--- src/rtl/dos_screen.sv ---
module dos_screen #(
  parameter int ADDR_W = 128,
  parameter int LEN_W  = 16,
  parameter int CNT_W  = 16,
  localparam int NCHK  = 10
) (
  input  logic                  clk,
  input  logic                  rst_n,
  input  logic                  pkt_valid,
  input  logic                  pkt_v6,
  input  logic [ADDR_W-1:0]     pkt_src,
  input  logic [ADDR_W-1:0]     pkt_dst,
  input  logic [7:0]            pkt_proto,
  input  logic [12:0]           pkt_frag_off,
  input  logic                  pkt_more_frag,
  input  logic [5:0]            pkt_tcp_flags,
  input  logic [31:0]           pkt_seq,
  input  logic [7:0]            pkt_tcp_hlen,
  input  logic [15:0]           pkt_sport,
  input  logic [15:0]           pkt_dport,
  input  logic [7:0]            pkt_icmp_type,
  input  logic [LEN_W-1:0]      pkt_icmp_len,
  input  logic                  cfg_en_wr,
  input  logic [NCHK-1:0]       cfg_en_data,
  input  logic                  cfg_max_wr,
  input  logic [LEN_W-1:0]      cfg_max_data,
  output logic                  out_valid,
  output logic                  out_drop,
  output logic [NCHK-1:0]       out_reason,
  output logic [NCHK*CNT_W-1:0] match_cnt
);

  localparam logic [7:0] PROTO_TCP   = 8'd6;
  localparam logic [7:0] PROTO_UDP   = 8'd17;
  localparam logic [7:0] PROTO_ICMP4 = 8'd1;
  localparam logic [7:0] PROTO_ICMP6 = 8'd58;
  localparam int FIN = 0, SYN = 1, PSH = 3, URG = 5;

  logic [NCHK-1:0]  en_q;
  logic [LEN_W-1:0] icmp_max_q;

  always_ff @(posedge clk) begin
    if (!rst_n) begin
      en_q       <= '0;
      icmp_max_q <= '0;
    end else begin
      if (cfg_en_wr)  en_q       <= cfg_en_data;
      if (cfg_max_wr) icmp_max_q <= cfg_max_data;
    end
  end

  wire is_tcp     = pkt_proto == PROTO_TCP;
  wire is_udp     = pkt_proto == PROTO_UDP;
  wire is_icmp    = pkt_proto == (pkt_v6 ? PROTO_ICMP6 : PROTO_ICMP4);
  wire seq_zero   = pkt_seq == 32'd0;
  wire ports_eq   = pkt_sport == pkt_dport;
  wire fragmented = pkt_more_frag || (pkt_frag_off != 13'd0);
  wire first_frag = pkt_more_frag && (pkt_frag_off == 13'd0);
  wire addr_eq    = pkt_v6 ? (pkt_src == pkt_dst) : (pkt_src[31:0] == pkt_dst[31:0]);
  wire is_echo    = pkt_v6 ? (pkt_icmp_type == 8'd128) : (pkt_icmp_type == 8'd8);

  logic [NCHK-1:0] hit, fired;

  always_comb begin
    hit[0] = addr_eq;
    hit[1] = is_tcp && (pkt_tcp_flags == 6'd0) && seq_zero;
    hit[2] = is_tcp && pkt_tcp_flags[FIN] && pkt_tcp_flags[PSH] && pkt_tcp_flags[URG] && seq_zero;
    hit[3] = is_tcp && pkt_tcp_flags[SYN] && pkt_tcp_flags[FIN];
    hit[4] = is_tcp && ports_eq;
    hit[5] = is_udp && ports_eq;
    hit[6] = is_tcp && first_frag && (pkt_tcp_hlen < 8'd20);
    hit[7] = is_tcp && (pkt_frag_off == 13'd1);
    hit[8] = is_icmp && is_echo && (pkt_icmp_len > icmp_max_q);
    hit[9] = is_icmp && fragmented;
  end

  assign fired = hit & en_q & {NCHK{pkt_valid}};

  always_ff @(posedge clk) begin
    if (!rst_n) begin
      out_valid  <= 1'b0;
      out_drop   <= 1'b0;
      out_reason <= '0;
    end else begin
      out_valid  <= pkt_valid;
      out_drop   <= |fired;
      out_reason <= fired;
    end
  end

  for (genvar i = 0; i < NCHK; i++) begin : g_cnt
    logic [CNT_W-1:0] cnt_q;
    always_ff @(posedge clk) begin
      if (!rst_n)
        cnt_q <= '0;
      else if (fired[i] && (cnt_q != {CNT_W{1'b1}}))
        cnt_q <= cnt_q + 1'b1;
    end
    assign match_cnt[i*CNT_W +: CNT_W] = cnt_q;
  end

endmodule

--- config.mk ---
export PLATFORM = sky130hd
export DESIGN_NAME = dos_screen
export DESIGN_NICKNAME = d
export VERILOG_FILES = /design/src/rtl/dos_screen.sv
export SDC_FILE = /design/constraint.sdc
export NUM_CORES = 1
export LEC_CHECK = 0
export CAP_MARGIN = 20
export CORE_AREA = 2 2 225 227
export DETAILED_ROUTE_END_ITERATION = 6
export DIE_AREA = 0 0 227 229
export PLACE_DENSITY = 0.53
export RECOVER_POWER = 25
export SKIP_LAST_GASP = 1
export SLEW_MARGIN = 25
export SYNTH_ARGS = -nofsm -noshare
export SYNTH_HDL_FRONTEND = slang
export SYNTH_SLANG_ARGS = --single-unit
--- constraint.sdc ---
create_clock -name clk -period 2.81 [get_ports clk]
set_input_delay 0.7025 -clock clk [delete_from_list [all_inputs] [get_ports clk]]
set_output_delay 0.7025 -clock clk [all_outputs]
set_load 0.02 [all_outputs]
Yosys cells after proc, flatten, opt, wreduce, memory -nomap -nowiden
Index checks and enable logic that the tools add are counted.
{ "totals": {"regBits": 198, "wordCells": 84} }
{ "op_classes": {"addsub": 10, "order_cmp": 2, "eq_ne": 19, "mux": 3, "n_bitwise": 2, "reduce_logical": 33} }
{ "ops": {"columns": ["operator", "count"], "rows": [
  ["16-bit by 1-bit adder with 16-bit output, second input constant", 10],
  ["16-bit inequality test, second input constant", 10],
  ["128-bit == test", 1],
  ["32-bit == test", 1],
  ["32-bit logical NOT", 1],
  ["1-bit logical AND", 27],
  ["10-bit AND", 2],
  ["16-bit == test", 1],
  ["16-bit greater-than comparator", 1],
  ["13-bit by 1-bit == test with 1-bit output, second input constant", 1],
  ["13-bit logical NOT", 1],
  ["13-bit nonzero test", 1],
  ["10-bit OR reduction", 1],
  ["8-bit by 3-bit == test with 1-bit output, second input constant", 1],
  ["8-bit by 4-bit == test with 1-bit output, second input constant", 1],
  ["8-bit by 5-bit == test with 1-bit output, second input constant", 1],
  ["8-bit by 6-bit == test with 1-bit output", 1],
  ["8-bit == test, second input constant", 1],
  ["8-bit by 5-bit less-than comparator with 1-bit output, second input constant", 1],
  ["6-bit logical NOT", 1],
  ["6-bit 2-to-1 mux", 1],
  ["1-bit 2-to-1 mux", 2],
  ["1-bit logical OR", 1]
]} }

Depth between registers and ports, before layout
Gate-level depths: netlist (run 1).
{ "logic_depth": {"depth_word": 8, "depth_mapped": 11} }

Least setup slack after synthesis (run 1)
OpenSTA, ideal clock, no wires.
{ "synth_timing": {"kind": "input to register", "startpoint": "input port pkt_proto[3]", "endpoint": "register g_cnt[8].cnt_q[14]", "arrival_time_ns": 2.795, "required_time_ns": 2.678, "path_slack_ns": -0.118, "cell_stages": 9, "path_buffers": 2, "cell_sequence": "or3_4 -> or4b_4 -> a2111oi_4 -> o31a_1 -> o31ai_2 -> buf_2 -> clkbuf_1 -> o21ai_0 -> a21oi_1"} }
{ "synth_via": {"elab_chain_cells": 6} }
{ "synth_lines": {"columns": ["element", "line_no", "rtl"], "rows": [
  ["from (decl)", "13", "input logic [7:0] pkt_proto,"],
  ["8-bit by 6-bit == test with 1-bit output", "54", "wire is_icmp = pkt_proto == (pkt_v6 ? PROTO_ICMP6 : PROTO_ICMP4);"],
  ["1-bit logical AND (2 in a row)", "73", "hit[8] = is_icmp && is_echo && (pkt_icmp_len > icmp_max_q);"],
  ["10-bit AND (2 in a row)", "77", "assign fired = hit & en_q & {NCHK{pkt_valid}};"],
  ["1-bit logical AND", "96", "else if (fired[i] && (cnt_q != {CNT_W{1'b1}}))"],
  ["to (signal assigned)", "97", "cnt_q <= cnt_q + 1'b1;"],
  ["to (decl)", "92", "logic [CNT_W-1:0] cnt_q;"]
]} }
No other way between the ends.
A chain may end at the register's enable or synchronous reset.

Worst setup path after layout (run 1)
{ "layout_timing": {"startpoint": "input port pkt_dst[47]", "endpoint": "register g_cnt[0].cnt_q[15]"} }
{ "layout_via": {"elab_chain_cells": 5} }
{ "layout_lines": {"columns": ["element", "line_no", "rtl"], "rows": [
  ["from (decl)", "12", "input logic [ADDR_W-1:0] pkt_dst,"],
  ["128-bit == test", "59", "wire addr_eq = pkt_v6 ? (pkt_src == pkt_dst) : (pkt_src[31:0] == pkt_dst[31:0]);"],
  ["1-bit 2-to-1 mux", "59", null],
  ["10-bit AND (2 in a row)", "77", null],
  ["1-bit logical AND", "96", null],
  ["to (signal assigned)", "97", null],
  ["to (decl)", "92", null]
]} }
No other way between the ends.

==> out/metrics.cfg, run 1 <==
[run_status]
outcome=finished, violations left
violations=setup timing

[sta]
rsz0062_at_grt=true
hold_viol=0
max_freq_ghz=0.353
slew_violations=0
worst_slew_pin_slew_ns=1.14
maxSlewHeadroom=0.240
period_share=1.01
clock_skew_ns=0.0153
layout_setup_ws_ns=-0.0248
setup_viol_count_final=2
fin_crit_ns=2.83

[critical_path]
cp_max_fo=14
reg2reg_to=g_cnt[1].cnt_q[2]$_SDFFE_PN0P_
required_ns=3.21
end_kind=flop
path_class=in2reg
r2r_cells=9
timing.rr.start=g_cnt[1].cnt_q[7]$_SDFFE_PN0P_
crit_start=pkt_dst[47]
ff2ff_setup_slack_ns=0.25
arrival_ns=3.24
worst_setup_path_start_kind=primary input

[hold_path]
min_from=g_cnt[0].cnt_q[14]$_SDFFE_PN0P_
min_path_type=reg2reg
min_to=g_cnt[0].cnt_q[14]$_SDFFE_PN0P_
holdPathStages=2

[clock_network]
clockRootBuffer=clkbuf_16
clk_latency_ns=0.48
clk_pin_slew_ns=0.08
cts_buffer_depth=2
numClockSinks=198
h-tree-depth=4
numCtsBuffers=17
cts_tree=built

[synthesis]
synth-edff-count=0
synthFlopType=dfxtp_1
synthCells=1305
ys_seq_area_frac=0.359
ys_seq_elements=198
yosysWarnings=0
yosysTopAreaCell=dfxtp_1
syn_nets=1743
yosys.area.top_type_share=0.359
ys_top_cells_by_area=dfxtp_1, xnor2_1, xor2_1, nor2_1, nand4_1
async_flop_share=0
synth.cell_area_mm2=0.0110
synth_cell_types=55
syn_avg_cell_area_um2=8.47

[job]
max_cap_viol_count=0

[power_and_ir_drop]
power_frac_seq=0.426
p_clk_frac=0.395
powerDensity_mw_per_mm2=336
p_switching_w=0.00172
fin_total_pwr_w=0.00666
p_int_w=0.00493
vdd_drop_max_v=0.000451
power.leakage_nw=7.82
netSwitchingFraction=0.259
pwr-share-comb=0.178

[routing]
num_vias=12200
viasPerCell=4.54
drt_iter0_drc=548
postRouteAntennaNets=0
drc=0
finalWirelength_um=51200
firstDrtPassIters=5
wl_per_cell_um=19.0

[floorplan]
core_area_mm2=0.0497
rows=82
fp.dieArea_mm2=0.0520
start_util=0.222
die_w_um=227
die_h_um=229
pin_count=584

[grt]
grt_antenna_before_repair=15
overflow=0
grt_max_degree=54
track_usage=0.189
first_global_vias=12200
grt_pass1_wl_um=73400

[layout]
final_cell_mix=clkdlybuf4s50_1, dfxtp_1, nor2_1
drive_gt1_frac=0.121
fillerInstances=5103
final_common_cell=clkdlybuf4s50_1
nets=2433
area_growth_pct=79.5
post-route-util=0.399

[place]
gp_congestion=0.911
io_buffers=581
hpwl_um=41900
pre_cts_ws_ns=-0.785

## worst max-delay path, stage by stage
cell and delay (ns):
clkdlybuf4s50_1 0.45, xor2_1 0.18, nor4_1 0.48, nand4_1 0.17, o31a_1 0.42, buf_4 0.19, clkbuf_16 0.17, nor3_1 0.27
mux2i_1 0.21
## what timing repair did
action                     CTS  global route
setup endpoints to repair   58            50
buffers inserted             1             9
cloned                       1             4
hold buffers                 0             0
pin swaps                   33            38
resized for setup           36           143
## how the worst max path moves through the flow
stage | endpoint | slack [ns] | cells past startpoint
final | g_cnt[0].cnt_q[15]$_SDFFE_PN0P_ | -0.02 | 9
after global routing | g_cnt[0].cnt_q[14]$_SDFFE_PN0P_ | -0.05 | 11
after global placement | g_cnt[0].cnt_q[13]$_SDFFE_PN0P_ | -0.79 | 9
after floorplan | g_cnt[8].cnt_q[8]$_SDFFE_PN0P_ | -0.09 | 8
after CTS | g_cnt[0].cnt_q[4]$_SDFFE_PN0P_ | -0.008 | 11
after detailed placement | g_cnt[0].cnt_q[9]$_SDFFE_PN0P_ | -0.79 | 9
## flip-flops by register name, indices dropped and copies added (netlist names)
name and flops:
g_cnt.cnt_q 160, out_drop 1, icmp_max_q 16, out_reason 10
en_q 10, out_valid 1
## area by class of cell
| class | instances | area [um^2] | area share |
|---|---|---|---|
| Sequential cell | 198 | 3960 | 0.200 |
| Multi-Input combinational cell | 1024 | 7200 | 0.363 |
| Clock inverter | 15 | 194 | 0.00978 |
| Tap cell | 672 | 841 | 0.0424 |
| Clock buffer | 17 | 425 | 0.0214 |
| Timing Repair Buffer | 711 | 7030 | 0.354 |
| Inverter | 43 | 161 | 0.00814 |
| Antenna cell | 6 | 15.0 | 0.000757 |
## power by group through the flow
| stage | registers, W | clock network, W | logic (W) |
|---|---|---|---|
| floorplan | 0.00290 | 0 | 0.000342 |
| finish | 0.00284 | 0.00263 | 0.00119 |
| detailed placement | 0.00290 | 0 | 0.00116 |
| global route | 0.00284 | 0.00282 | 0.00127 |
| CTS | 0.00284 | 0.00272 | 0.00117 |
| global placement | 0.00290 | 0 | 0.00115 |
## cells by family after synthesis
group           count (synthesis)  synth area share
buf+inv                        85            0.0294
flops                         198             0.359
xor+xnor                      242             0.192
compound gates                122            0.0700
simple gates                  591             0.283
fa+ha+maj                      26            0.0294
mux                            41            0.0371
## synth_stat cells (6+ instances only)
cell type and instances:
o31ai_1 11, mux2i_1 41, a21o_1 7, or3_1 34, clkbuf_1 38, and4_1 15
ha_1 26, nor3_1 43, nand2b_1 7, or4_1 15, nand3_1 67, inv_1 43
nor2_1 153, a21oi_1 47, xnor2_1 170, and3_1 23, xor2_1 72, nor4_1 48
and2_1 8, or2_2 6, nand2_1 70, o21ai_0 34, nand4_1 76, dfxtp_1 198
## metal layers
| metal | GRT usage | vias up | routed length, um |
|---|---|---|---|
| li1 | - | 6031 | - |
| met1 | 0.197 | 5693 | 18900 |
| met2 | 0.351 | 384 | 26800 |
| met3 | 0.0576 | 71 | 3570 |
| met4 | 0.0731 | 10 | 1730 |
| met5 | 0 | - | 67 |
## per-stage QoR
stage               hold WS [ns]  std cells  cell area [um^2]  setup TNS (ns)
finish                     0.494       2686             19800         -0.0417
floorplan                  0.452       1305             11100          -0.890
CTS                        0.498       2667             19200         -0.0133
detailed placement         0.481       2633             18500          -66.63
global placement           0.470       2633             18500          -64.18
global route               0.526       2685             19800          -0.379
(Power assumes the default switching activity.)
==> run 2: changes to the inputs <==
- CORE_AREA: 2 2 225 227 -> 2 2 229 231
- CTS_BUF_LIST: default -> sky130_fd_sc_hd__clkbuf_4 sky130_fd_sc_hd__clkbuf_8
- DIE_AREA: 0 0 227 229 -> 0 0 231 233
- PLACE_DENSITY: 0.53 -> 0.52
==> out/metrics.cfg, run 2 (synthesis gave the netlist of run 1 again) <==
[power_and_ir_drop]
netSwitchingFraction=0.275
p_clk_frac=0.319
pwr-share-comb=0.200
p_switching_w=0.00162
p_int_w=0.00428
vdd_drop_max_v=0.000330
power_frac_seq=0.481
powerDensity_mw_per_mm2=309
power.leakage_nw=6.88

[routing]
finalWirelength_um=51800
viasPerCell=4.51
num_vias=12100
drc=0
wl_per_cell_um=19.3
postRouteAntennaNets=0
drt_iter0_drc=646
firstDrtPassIters=4

[grt]
overflow=0
first_global_vias=12200
grt_max_degree=70
grt_antenna_before_repair=11
track_usage=0.189
grt_pass1_wl_um=75100

[critical_path]
path_buf_inv=2
slowest_stage=or4b_4
r2r_cells=10
arrival_ns=3.28
ff2ff_setup_slack_ns=0.29
crit_path_max_incr_delay_ns=0.51
worstPathCellList=dlygate4sd2_1, or3_4, or4b_4, a2111oi_4, o31a_1, o31ai_4, buf_12, or3_1, a21oi_1
worst_setup_path_start_kind=primary input
timing.rr.start=icmp_max_q[1]$_SDFFE_PN0P_
path_class=in2reg
path_delay_family=simple AND/OR/NAND/NOR gates
required_ns=3.30
end_kind=flop
reg2reg_to=out_drop$_SDFF_PN0_
cp_max_fo=7

[sta]
slew_violations=0
maxSlewHeadroom=0.175
hold_viol=0
clock_skew_ns=0.0254
setup_viol_count_final=0
whs_ns=0.488
fin_crit_ns=2.79
max_freq_ghz=0.359
period_share=0.992
setup_tns_ns=0
worst_slew_pin_slew_ns=1.24
rsz0062_at_grt=true

[layout]
drive_gt1_frac=0.0964
area_growth_pct=73.2
final_cell_mix=clkdlybuf4s50_1, dfxtp_1, xnor2_1
fin_area_mm2=0.0191
largest_register_ff_count=160
post-route-util=0.375
top_regs=g_cnt.cnt_q (160), icmp_max_q (16)
fillerInstances=5299
final_common_cell=clkdlybuf4s50_1
stdcell_count=2689
regMostFlops=g_cnt.cnt_q
nets=2427

[place]
hpwl_um=43300
dpl_cell_area_mm2=0.0185
place_inst=2647
gp_congestion=0.906
io_buffers=581

[floorplan]
start_util=0.216
fp.dieArea_mm2=0.0538
die_w_um=231
rows=83
pin_count=584
core_area_mm2=0.0511
die_h_um=233

[hold_path]
holdPathStages=2
min_path_type=reg2reg
min_from=g_cnt[0].cnt_q[6]$_SDFFE_PN0P_
min_to=g_cnt[0].cnt_q[6]$_SDFFE_PN0P_

[clock_network]
h-tree-depth=4
numClockSinks=198
cts_tree=built
numCtsBuffers=17
clk_pin_slew_ns=0.11
clk_latency_ns=0.57
clockRootBuffer=clkbuf_8
cts_buffer_depth=2

[job]
max_cap_viol_count=0

[run_status]
outcome=finished, final reports clean

run 2: cell count changes in the layout (fill, tap and decap cells not counted), sizes merged, moves of 2 or more:
cell	previous run	this run
clkdlybuf4s50	431	519
inv	47	50
bufinv	2	0
dlygate4sd2	13	3
clkdlybuf4s15	3	0
dlymetal6s2s	84	12
dlygate4sd3	51	46
clkinv	5	2
run 2: area by class of cell:
type / count / area [um^2] / share of cell area
clock inverter: 12 / 106 / 0.00556
tap: 680 / 851 / 0.0445
antenna: 7 / 17.5 / 0.000915
multi-input combinational: 1023 / 6930 / 0.362
sequential: 198 / 3960 / 0.207
inverter: 43 / 166 / 0.00869
clock buffer: 20 / 269 / 0.0141
timing repair buffer: 706 / 6840 / 0.357
run 2: power groups by stage:
stage               logic [W]  registers, W  clock network [W]
floorplan            0.000342       0.00290                  0
global placement      0.00116       0.00290                  0
detailed placement    0.00117       0.00290                  0
CTS                   0.00118       0.00284            0.00200
global route          0.00126       0.00284            0.00209
finish                0.00118       0.00284            0.00189
run 2: routing by layer:
layer,up-vias,global-route usage,wire length [um]
met1,5664,0.198,19400
met4,4,0.101,2580
li1,6008,-,-
met3,67,0.0555,3150
met5,-,0,22
met2,375,0.342,26600
run 2: worst reg2reg max path, delay by kind of cell (launching register included):
kind / cells / cell delay (ns)
buf+inv: 2 / 0.21
fa+ha+maj: 1 / 0.27
flops: 1 / 0.35
compound gates: 6 / 1.45
simple gates: 1 / 0.13
run 2: repair_timing:
| action | in CTS | in global routing |
|---|---|---|
| setup endpoints to repair | 25 | 48 |
| gates cloned | 2 | 0 |
| hold buffers | 0 | 0 |
| pin swaps | 7 | 8 |
| resized for setup | 7 | 32 |
| setup buffers | 1 | 0 |
run 2: worst max path at each step:
stage	endpoint	startpoint	cells after the start	slack, ns
finish	g_cnt[8].cnt_q[14]$_SDFFE_PN0P_	pkt_proto[5]	9	0.02
global route	g_cnt[3].cnt_q[9]$_SDFFE_PN0P_	pkt_valid	10	-0.01
CTS	g_cnt[1].cnt_q[9]$_SDFFE_PN0P_	pkt_tcp_flags[1]	9	0.002
detailed placement	g_cnt[0].cnt_q[13]$_SDFFE_PN0P_	pkt_src[118]	10	-0.87
global placement	g_cnt[0].cnt_q[11]$_SDFFE_PN0P_	pkt_src[118]	10	-0.87
floorplan	g_cnt[8].cnt_q[8]$_SDFFE_PN0P_	pkt_proto[3]	8	-0.09
run 2: per-stage QoR:
stage          power, W  setup WS, ns
6_report        0.00591        0.0228
5_1_grt         0.00620      -0.00957
4_1_cts         0.00602       0.00179
3_5_place_dp    0.00408        -0.867
3_3_place_gp    0.00407        -0.870
2_1_floorplan   0.00324       -0.0920
==> run 3: changes to the inputs <==
- SLEW_MARGIN: 25 -> 20
==> results of run 3 <==
Same layout as run 2: the final DEF is identical, and so are final timing and power.
